==> src/rtl/ga_pkg.sv <==
package ga_pkg;
  typedef enum logic [1:0] {
    ST_IDLE,
    ST_ADDR,
    ST_DATA,
    ST_DONE
  } ga_state_e;
endpackage

==> src/rtl/ga_cost_ram.sv <==
module ga_cost_ram #(
  parameter int DEPTH  = 24,
  parameter int WIDTH  = 4,
  parameter int ADDR_W = (DEPTH > 1) ? $clog2(DEPTH) : 1
) (
  input  logic              clk_i,
  input  logic              en_i,
  input  logic              we_i,
  input  logic [ADDR_W-1:0] addr_i,
  input  logic [WIDTH-1:0]  wdata_i,
  output logic [WIDTH-1:0]  rdata_o
);
  logic [WIDTH-1:0] mem_q [DEPTH];
  logic [WIDTH-1:0] rdata_q;

  always_ff @(posedge clk_i) begin
    if (en_i) begin
      if (we_i) mem_q[addr_i] <= wdata_i;
      else      rdata_q       <= mem_q[addr_i];
    end
  end

  assign rdata_o = rdata_q;
endmodule

==> src/rtl/ga_col_lock.sv <==
module ga_col_lock #(
  parameter int N_COLS = 6,
  parameter int COL_W  = (N_COLS > 1) ? $clog2(N_COLS) : 1
) (
  input  logic             clk_i,
  input  logic             rst_ni,
  input  logic             clr_i,
  input  logic             set_i,
  input  logic [COL_W-1:0] idx_i,
  output logic [N_COLS-1:0] mask_o
);
  logic [N_COLS-1:0] mask_q;

  always_ff @(posedge clk_i or negedge rst_ni) begin
    if (!rst_ni)    mask_q <= '0;
    else if (clr_i) mask_q <= '0;
    else if (set_i) mask_q[idx_i] <= 1'b1;
  end

  assign mask_o = mask_q;


  lock_once_chk: assert property (@(posedge clk_i) disable iff (!rst_ni)
    set_i |-> !mask_q[idx_i]);
endmodule

==> src/rtl/greedy_assigner.sv <==
module greedy_assigner #(
  parameter int N_ROWS = 4,
  parameter int N_COLS = 6,
  parameter int COST_W = 4,
  localparam int ROW_W  = (N_ROWS > 1) ? $clog2(N_ROWS) : 1,
  localparam int COL_W  = (N_COLS > 1) ? $clog2(N_COLS) : 1,
  localparam int CNT_W  = $clog2(N_ROWS + 1),
  localparam int TOT_W  = COST_W + $clog2(N_ROWS + 1)
) (
  input  logic                    clk_i,
  input  logic                    rst_ni,
  input  logic                    wr_en_i,
  input  logic [ROW_W-1:0]        wr_row_i,
  input  logic [COL_W-1:0]        wr_col_i,
  input  logic [COST_W-1:0]       wr_cost_i,
  input  logic [COST_W-1:0]       sentinel_i,
  input  logic                    start_i,
  output logic                    busy_o,
  output logic                    done_o,
  output logic [N_ROWS*COL_W-1:0] assign_o,
  output logic [TOT_W-1:0]        total_o,
  output logic [CNT_W-1:0]        pend_cnt_o
);
  import ga_pkg::*;

  localparam int DEPTH  = N_ROWS * N_COLS;
  localparam int ADDR_W = (DEPTH > 1) ? $clog2(DEPTH) : 1;
  localparam int LAT    = 2 * DEPTH;
  localparam int LAT_W  = $clog2(LAT + 1) + 1;

  ga_state_e state_q, state_d;
  logic [ROW_W-1:0]        row_q;
  logic [COL_W-1:0]        col_q;
  logic [COL_W-1:0]        best_col_q;
  logic [COST_W-1:0]       best_cost_q;
  logic                    best_vld_q;
  logic [N_ROWS*COL_W-1:0] asg_q;
  logic [TOT_W-1:0]        total_q;
  logic [CNT_W-1:0]        pend_q;

  logic                    idle, accept, last_col, last_row, commit;
  logic                    wr_ok, ram_en, take;
  logic [ADDR_W-1:0]       ram_addr;
  logic [COST_W-1:0]       rd_cost;
  logic [N_COLS-1:0]       used;
  logic [COL_W-1:0]        nb_col;
  logic [COST_W-1:0]       nb_cost;

  assign idle     = (state_q == ST_IDLE);
  assign accept   = idle && start_i;
  assign last_col = (col_q == COL_W'(N_COLS - 1));
  assign last_row = (row_q == ROW_W'(N_ROWS - 1));
  assign commit   = (state_q == ST_DATA) && last_col;

  // host writes only land while idle and in range
  assign wr_ok    = idle && wr_en_i && (int'(wr_row_i) < N_ROWS) && (int'(wr_col_i) < N_COLS);
  assign ram_en   = wr_ok || (state_q == ST_ADDR);
  assign ram_addr = idle ? ADDR_W'(int'(wr_row_i) * N_COLS + int'(wr_col_i))
                         : ADDR_W'(int'(row_q) * N_COLS + int'(col_q));

  ga_cost_ram #(.DEPTH(DEPTH), .WIDTH(COST_W), .ADDR_W(ADDR_W)) i_ram (
    .clk_i   (clk_i),
    .en_i    (ram_en),
    .we_i    (idle),
    .addr_i  (ram_addr),
    .wdata_i (wr_cost_i),
    .rdata_o (rd_cost)
  );

  ga_col_lock #(.N_COLS(N_COLS), .COL_W(COL_W)) i_lock (
    .clk_i  (clk_i),
    .rst_ni (rst_ni),
    .clr_i  (accept),
    .set_i  (commit),
    .idx_i  (nb_col),
    .mask_o (used)
  );

  // strict less-than keeps the lowest index on ties
  assign take    = !used[col_q] && (!best_vld_q || (rd_cost < best_cost_q));
  assign nb_col  = take ? col_q   : best_col_q;
  assign nb_cost = take ? rd_cost : best_cost_q;

  always_comb begin
    state_d = state_q;
    unique case (state_q)
      ST_IDLE: if (start_i) state_d = ST_ADDR;
      ST_ADDR: state_d = ST_DATA;
      ST_DATA: state_d = (last_col && last_row) ? ST_DONE : ST_ADDR;
      ST_DONE: state_d = ST_IDLE;
      default: state_d = ST_IDLE;
    endcase
  end

  always_ff @(posedge clk_i or negedge rst_ni) begin
    if (!rst_ni) begin
      state_q     <= ST_IDLE;
      row_q       <= '0;
      col_q       <= '0;
      best_col_q  <= '0;
      best_cost_q <= '0;
      best_vld_q  <= 1'b0;
      asg_q       <= '0;
      total_q     <= '0;
      pend_q      <= '0;
    end else begin
      state_q <= state_d;
      if (accept) begin
        row_q      <= '0;
        col_q      <= '0;
        best_vld_q <= 1'b0;
        asg_q      <= '0;
        total_q    <= '0;
        pend_q     <= '0;
      end else if (state_q == ST_DATA) begin
        if (last_col) begin
          asg_q[int'(row_q)*COL_W +: COL_W] <= nb_col;
          if (nb_cost < sentinel_i) total_q <= total_q + TOT_W'(nb_cost);
          else                      pend_q  <= pend_q + CNT_W'(1);
          best_vld_q <= 1'b0;
          col_q      <= '0;
          if (!last_row) row_q <= row_q + ROW_W'(1);
        end else begin
          best_col_q  <= nb_col;
          best_cost_q <= nb_cost;
          best_vld_q  <= best_vld_q || take;
          col_q       <= col_q + COL_W'(1);
        end
      end
    end
  end

  assign busy_o     = !idle;
  assign done_o     = (state_q == ST_DONE);
  assign assign_o   = asg_q;
  assign total_o    = total_q;
  assign pend_cnt_o = pend_q;

  // pass-length counter for the latency check
  logic [LAT_W-1:0] lat_q;
  always_ff @(posedge clk_i or negedge rst_ni) begin
    if (!rst_ni)      lat_q <= '0;
    else if (accept)  lat_q <= '0;
    else if (!idle)   lat_q <= lat_q + LAT_W'(1);
  end


  pick_valid_chk: assert property (@(posedge clk_i) disable iff (!rst_ni)
    commit |-> (best_vld_q || take));

  pend_range_chk: assert property (@(posedge clk_i) disable iff (!rst_ni)
    int'(pend_cnt_o) <= N_ROWS);

  done_pulse_chk: assert property (@(posedge clk_i) disable iff (!rst_ni)
    done_o |=> (!done_o && !busy_o));

  done_lat_chk: assert property (@(posedge clk_i) disable iff (!rst_ni)
    done_o |-> (int'(lat_q) == LAT));

  busy_hold_chk: assert property (@(posedge clk_i) disable iff (!rst_ni)
    (busy_o && !done_o) |=> busy_o);

  result_hold_chk: assert property (@(posedge clk_i) disable iff (!rst_ni)
    (!busy_o && !start_i) |=> ($stable(assign_o) && $stable(total_o) && $stable(pend_cnt_o)));
endmodule

==> config.mk <==
export PLATFORM = sky130hd
export DESIGN_NAME = greedy_assigner
export DESIGN_NICKNAME = d
export VERILOG_FILES = /design/src/rtl/ga_pkg.sv /design/src/rtl/ga_cost_ram.sv /design/src/rtl/ga_col_lock.sv /design/src/rtl/greedy_assigner.sv
export SDC_FILE = /design/constraint.sdc
export NUM_CORES = 1
export LEC_CHECK = 0
export CORE_AREA = 2 2 169 171
export CTS_CLUSTER_SIZE = 8
export DETAILED_ROUTE_END_ITERATION = 7
export DIE_AREA = 0 0 171 173
export PLACE_DENSITY_LB_ADDON = 0.25
export SYNTH_ARGS = -nofsm -noshare
export SYNTH_HDL_FRONTEND = slang
export SYNTH_SLANG_ARGS = --single-unit
==> constraint.sdc <==
create_clock -name clk_i -period 3.62 [get_ports clk_i]
set_clock_uncertainty 0.1 [all_clocks]
set_input_delay 0.724 -clock clk_i [delete_from_list [all_inputs] [get_ports clk_i]]
set_output_delay 0.724 -clock clk_i [all_outputs]
set_load 0.02 [all_outputs]
=== Word-level counts from Yosys, hierarchy flattened ===
Memories as Yosys holds them, arrays and structs flattened. A register that Yosys moved wholly into a read port is not among the register bits.
Cells that the tools add are included.

* $add $sub $neg: 7
* $mul: 3
* Order comparisons: 6
* Eq/ne operators: 8
* Shift operators: 2
* Muxes and demuxes: 37
* Bitwise logic cells: 4
* Reduce and logical (&&, ||, !) cells: 24

{| class="wikitable"
|+ Operators by type and width
! operator !! count
|-
| 12-bit 2-to-1 mux || 3
|-
| 4-bit negation with 33-bit output || 1
|-
| 3-bit by 33-bit variable shift with 12-bit output, first input constant || 1
|-
| 3-bit by 33-bit variable part select with 12-bit output || 1
|-
| 7-bit 2-to-1 mux || 4
|-
| 3-bit 2-to-1 mux || 8
|-
| 12-bit bitwise mux || 1
|-
| 2-bit by 2-bit multiplier with 4-bit output, second input constant || 3
|-
| 2-bit 2-to-1 mux || 6
|-
| 6-bit 2-to-1 mux || 2
|-
| 3-bit AND reduction || 4
|-
| 5-bit by 3-bit adder with 5-bit output || 2
|-
| 3-bit by 4-bit less-than comparator with 1-bit output, second input constant || 2
|-
| 4-bit less-than comparator || 2
|-
| 1-bit 2-to-1 mux || 8
|-
| 2-bit one-hot mux with 4 select lines || 1
|-
| 2-bit nonzero test || 4
|-
| 7-bit by 4-bit adder with 7-bit output || 1
|-
| 1-bit logical AND || 7
|-
| 3-bit by 1-bit adder with 3-bit output, second input constant || 2
|-
| 2-bit == test, second input constant || 3
|-
| 2-bit inequality test, second input constant || 3
|-
| 6-bit OR || 1
|-
| 5-bit 2-to-1 mux || 1
|-
| other kinds (13) || 20
|}

* Register bits: 43
* Bits in writable memories: 96
* Input port bits: 17
* Output and inout port bits: 24
* Logic and storage cells: 102
* Memories kept: 1

{| class="wikitable"
|+ Memory list
! name !! words !! width !! rd ports !! clocked after memory_dff !! write ports !! line !! source
|-
| i_ram.mem_q || 24 || 4 || 1 || 1 || 1 || ga_cost_ram.sv:13 || <nowiki>logic [WIDTH-1:0] mem_q [DEPTH];</nowiki>
|}

=== Longest topological paths before layout ===
* Depth after elaboration: 12
* Mapped depth: 16
* Gate-level depth less buffers: 15

=== By module ===
A second synthesis with hierarchy kept.

* Cell total of the unflattened synthesis: 499
* Area total of the unflattened synthesis: 6,827.8 µm²

{| class="wikitable"
|+ By module, submodules not included
! module !! times used !! cells an instance !! area each (µm²) !! sequential area each (µm²)
|-
| ga_cost_ram || 1 || 198 || 3,996.3 || 3,002.9
|-
| greedy_assigner || 1 || 277 || 2,567.5 || 925.9
|-
| ga_col_lock || 1 || 24 || 264.0 || 150.1
|}

=== Least setup slack after synthesis ===
OpenSTA, ideal clock, no wires.

* Path kind: reg2reg
* Start: register best_cost_q[2]
* End: register total_q[4], in the netlist total_o[4]
* Library setup time: 0.120 ns
* Arrival: 3.307 ns
* Required time: 3.400 ns
* Path slack: 0.093 ns
* Stages on the path, launching flop included: 17
* Path buffers: 1
* Period minus slack after synthesis: 3.527 ns
* Path through: dfrtp_1 inv_1 ha_1 a21oi_1 o221ai_1 a211oi_2 nor2_1 a21oi_1 inv_1 ha_1 o21a_1 o21a_1 nand4bb_1 o21ai_1 nand2b_1 buf_2 a31o_2

* Cells in the longest elaborated chain, start to end: 9
* Elaborated cells on any way between the ends: 12
* Classes of those cells: 1 x add/sub; 2 x order compare; 5 x mux; 4 x reduce/logical

{| class="wikitable"
|+ RTL lines
! what !! line !! source
|-
| start: declaration || greedy_assigner.sv:35 || <nowiki>logic [COST_W-1:0] best_cost_q;</nowiki>
|-
| start signal: assignment || greedy_assigner.sv:125 || <nowiki>best_cost_q <= nb_cost;</nowiki>
|-
| 4-bit less-than comparator * || greedy_assigner.sv:80 || <nowiki>assign take = !used[col_q] && (!best_vld_q || (rd_cost < best_cost_q));</nowiki>
|-
| 1-bit logical OR * || greedy_assigner.sv:80 ||
|-
| 1-bit logical AND * || greedy_assigner.sv:80 ||
|-
| 4-bit 2-to-1 mux * || greedy_assigner.sv:82 || <nowiki>assign nb_cost = take ? rd_cost : best_cost_q;</nowiki>
|-
| named net nb_cost[1] || greedy_assigner.sv:47 || <nowiki>logic [COST_W-1:0] nb_cost;</nowiki>
|-
| 7-bit by 4-bit adder with 7-bit output || greedy_assigner.sv:118 || <nowiki>if (nb_cost < sentinel_i) total_q <= total_q + TOT_W'(nb_cost);</nowiki>
|-
| 7-bit 2-to-1 mux || greedy_assigner.sv:118 ||
|-
| 7-bit 2-to-1 mux || greedy_assigner.sv:116 || <nowiki>if (last_col) begin</nowiki>
|-
| 7-bit 2-to-1 mux || greedy_assigner.sv:115 || <nowiki>end else if (state_q == ST_DATA) begin</nowiki>
|-
| 7-bit 2-to-1 mux || greedy_assigner.sv:108 || <nowiki>if (accept) begin</nowiki>
|-
| end signal: assignment || greedy_assigner.sv:118 ||
|-
| end: declaration || greedy_assigner.sv:38 || <nowiki>logic [TOT_W-1:0] total_q;</nowiki>
|}

Mark *: on every way through the listed nets, which the timed path passes. The rest lies on a longest branch. The select of a mux whose other input is x is not followed.
A chain may end at the register's enable or synchronous reset.

=== Worst setup path in the final report ===
* Start: register best_cost_q[2]
* End: register total_q[5], in the netlist total_o[5]

* Cells in the longest elaborated chain, start to end: 9
* Elaborated cells on any way between the ends: 12
* Classes of those cells: 1 x add/sub; 2 x order compare; 5 x mux; 4 x reduce/logical

{| class="wikitable"
|+ RTL lines
! what !! line
|-
| 4-bit less-than comparator || greedy_assigner.sv:80
|-
| 1-bit logical OR || greedy_assigner.sv:80
|-
| 1-bit logical AND || greedy_assigner.sv:80
|-
| 4-bit 2-to-1 mux * || greedy_assigner.sv:82
|-
| named net nb_cost[2] || greedy_assigner.sv:47
|-
| 7-bit by 4-bit adder with 7-bit output || greedy_assigner.sv:118
|-
| 7-bit 2-to-1 mux || greedy_assigner.sv:118
|-
| 7-bit 2-to-1 mux || greedy_assigner.sv:116
|-
| 7-bit 2-to-1 mux || greedy_assigner.sv:115
|-
| 7-bit 2-to-1 mux || greedy_assigner.sv:108
|}

Marked as above.

==> metrics.md <==
| Metric | Value |
|---|---|
| Area leader, netlist | `edfxtp_1` |
| Vias per cell | `4.37` |
| Clk root buf | `clkbuf_16` |
| Setup WS pre-CTS | `-57.6 ps` |
| Share of power burned in the clock network | `27.1%` |
| Crit path DAT | `3650 ps` |
| Pin count of the biggest net entering global routing | `44` |
| Sequential Power Share | `about a third` |
| Library cells used by synthesis | `slightly below 60` |
| Ys flop type | `edfxtp_1` |
| Ys async rst share | `30.1%` |
| Starting Density | `24.8%` |
| Crit Path Class | `reg -> reg` |
| DP Cell Count | `~950` |
| Core box area | `approximately 0.028 mm²` |
| # rows | `61` |
| Area of the multi-input gates | `0.00261 mm²` |
| Global-route wire length before repair | `25700 µm` |
| Dpl hpwl | `about 12000 µm` |
| Gr usage total | `11.4%` |
| Relative slew slack | `30.4%` |
| Min Tclk post-route | `3420 ps` |
| Combinational power share | `39.8%` |
| Area share of the largest cell type after synthesis | `43.8%` |
| Fin util | `31.2%` |
| Post-Synthesis Cell Area | `0.00686 mm²` |
| Max VDD drop | `roughly 400 µV` |
| Syn Nets | `557` |
| Outcome | `finished, final reports clean` |
| Clock Path Buffers | `2` |
| Setup ws final | `204 ps` |
| Crit path capture type | `register` |
| # IOs | `41` |
| Part of the Yosys area used for sequential elements | `between 50 and 60%` |
| # diodes | `0` |
| Synthesized flop and latch total | `143` |
| Pleak | `~0.0034 µW` |
| Final setup viols | `0` |
| Final Non-Filler Cells | `988` |
| Placed cell areas | `0.00798 mm²` |
| Sw Pwr | `2160 µW` |
| Most common cell after layout, fill and taps aside | `edfxtp_1` |
| Fillers | `~2.8k` |
| Max Clk Rate | `roughly 300 MHz` |
| CTS buffer count | `17` |
| Mapped Cells | `513` |
| P per Cell Area | `718 mW/mm²` |
| Global placer's final weighted congestion | `0.780` |
| Slew Viols, Final | `0` |
| Internal power | `4020 µW` |
| Sequential cell area | `0.00408 mm²` |
| Worst Tran Pin Value | `about 1000 ps` |
| PortBufs | `40` |
| H-tree depth | `4` |
| DRT Pass-1 Iters | `4` |
| Crit start category | `register` |
| Final total power | `around 6000 µW` |
| Vias in the first global route | `4626` |
| Switching power share of the total | `35.0%` |
| Clk slew on worst S/H paths | `60 ps` |
| Remaining Overflow, GRT | `0` |
| Layout cell share with drive strength beyond 1 | `19.3%` |
| Max-cap violations | `0` |
| Area grow syn2layout | `25.4%` |
| Die footprint | `0.0296 mm²` |
| Critical Path RT | `3860 ps` |
| Worst min-delay path class | `in -> async` |
| Routed len/inst | `approximately 16 µm` |
| Final ANT Viol Nets | `0` |
| Initial antenna violation count | `0` |
| RSZ-0062 raised after global routing | `no` |
| Final hold violations | `0` |
| Design area | `around 0.0086 mm²` |
| Chip Width | `171 µm` |
| Synthesized area per cell | `13.4 µm²` |
| Final worst-path cycle share | `94.4%` |
| CTS sink cnt | `143` |
| Top post-synthesis cells by area | `edfxtp_1, dfrtp_1, mux2i_1` |
| Synth Warn # | `0` |
| Final wirelength | `16000 µm` |
| Vias | `~4.3k` |
| Die Y | `173 µm` |
| Most frequent cells in the layout | `edfxtp_1, mux2i_1, buf_4, dfrtp_1, nand2_1` |
| Number of enable flip-flop cells after synthesis | `100` |
| Worst-path maximum fanout | `4` |
| Clock latency on the worst-skew pair | `420 ps` |
| Residual DRC | `0` |
| # nets final | `641` |
| Initial drt markers | `282` |
| CTS tree | `done` |
[cell type report]
cell class                      instances  area share, %
Sequential cell                       143           47.4
Multi-Input combinational cell        318           30.4
Timing Repair Buffer                   86           8.90
Tap cell                              378           5.49
Clock buffer                           19           5.03
Clock inverter                         13           1.48
Inverter                               31           1.35
[routing by layer]
layer  track usage (%)  part of all wire (%)
met5                 0                     0
met4              3.00                   1.0
met3              2.52                   3.4
met2              19.8                    51
met1              14.2                    45
[repair_timing]
| item | 4_1_cts | 5_1_grt |
|---|---|---|
| hold buffers | 0 | 0 |
| buffers inserted | 1 | 2 |
| resized for setup | 0 | 7 |
| setup endpoints to repair | 8 | 10 |
| endpoints found under the hold margin | 0 | 0 |
| pin swaps | 1 | 1 |
[sequential cells by signal, summed over array words and instances (netlist names)]
| name | count |
|---|---|
| i_ram.mem_q | 96 |
| best_col_q | 3 |
| col_q | 3 |
| best_cost_q | 4 |
| row_q | 2 |
| i_lock.mask_o | 6 |
| i_ram.rdata_o | 4 |
| assign_o | 12 |
| state_q | 2 |
| total_o | 7 |
| pend_cnt_o | 3 |
| best_vld_q | 1 |
[power groups by stage]
stage / Clock (µW) / Sequential [µW] / Combinational (µW)
floorplan: 0 / 2020 / 1680
global placement: 0 / 2070 / 2360
detailed placement: 0 / 2070 / 2400
CTS: 1710 / 2040 / 2420
global route: 1780 / 2070 / 2710
finish: 1680 / 2050 / 2460
[cell usage after synthesis, types with 3 or more instances]
master and number:
buf_2 8, o21ai_0 18, mux4_1 8, nand4_1 3
o221a_2 4, nor2_1 35, fa_1 3, buf_6 3
nand3_1 15, mux4_2 8, nand2_1 40, nor3_1 17
mux2i_1 45, xnor2_1 5, xor2_1 3, a21o_1 3
a22o_1 4, inv_1 31, nand2b_1 10, ha_1 24
clkbuf_1 9, dfrtp_1 43, a21oi_1 20, mux2_2 9
edfxtp_1 100, nor2b_1 4
[cell families (layout without fill, tap and decap cells)]
kind of cell             after synthesis  count (layout)  share of synthesized area (%)
AO/OA/AOI/OAI                         69              69                           6.73
adder cells (fa/ha/maj)               27              27                           5.25
buffers and inverters                 52             149                           3.32
multiplexers                          72              72                           14.3
AND/OR/NAND/NOR                      142             142                           9.96
XOR/XNOR                               8               8                           1.02
flip-flops                           143             143                           59.4
[stage by stage]
stage / TNS (ps) / hold WS, ps
floorplan: 0 / 328
global placement: -3.72 / 373
detailed placement: -590 / 380
CTS: 0 / 392
global route: 0 / 431
finish: 0 / 367
[path summary, 6_finish.rpt]
check                                from             end  slack (ps)  cells after the start
max in group asynchronous          rst_ni    assign_o[10]        2410                      1
min reg2reg                best_cost_q[1]  best_cost_q[1]         380                      2
max                        best_cost_q[2]      total_o[5]         200                     14
min                                rst_ni      total_o[6]         370                      1
min in group clk_i         best_cost_q[1]  best_cost_q[1]         380                      2
max reg2reg                best_cost_q[2]      total_o[5]         200                     14
[critical path, stage by stage, from the launching register on]
cell and delay (ps):
dfrtp_1 370, inv_1 120, ha_4 220, a21oi_2 160, o221ai_1 150, a211oi_2 270
buf_4 170, mux2_2 350, ha_1 290, o21a_1 110, o21a_1 190, o21ai_0 100
o21ai_2 110, or4b_1 520, o211ai_1 90
Note: power is estimated with default switching activity, not from simulation.
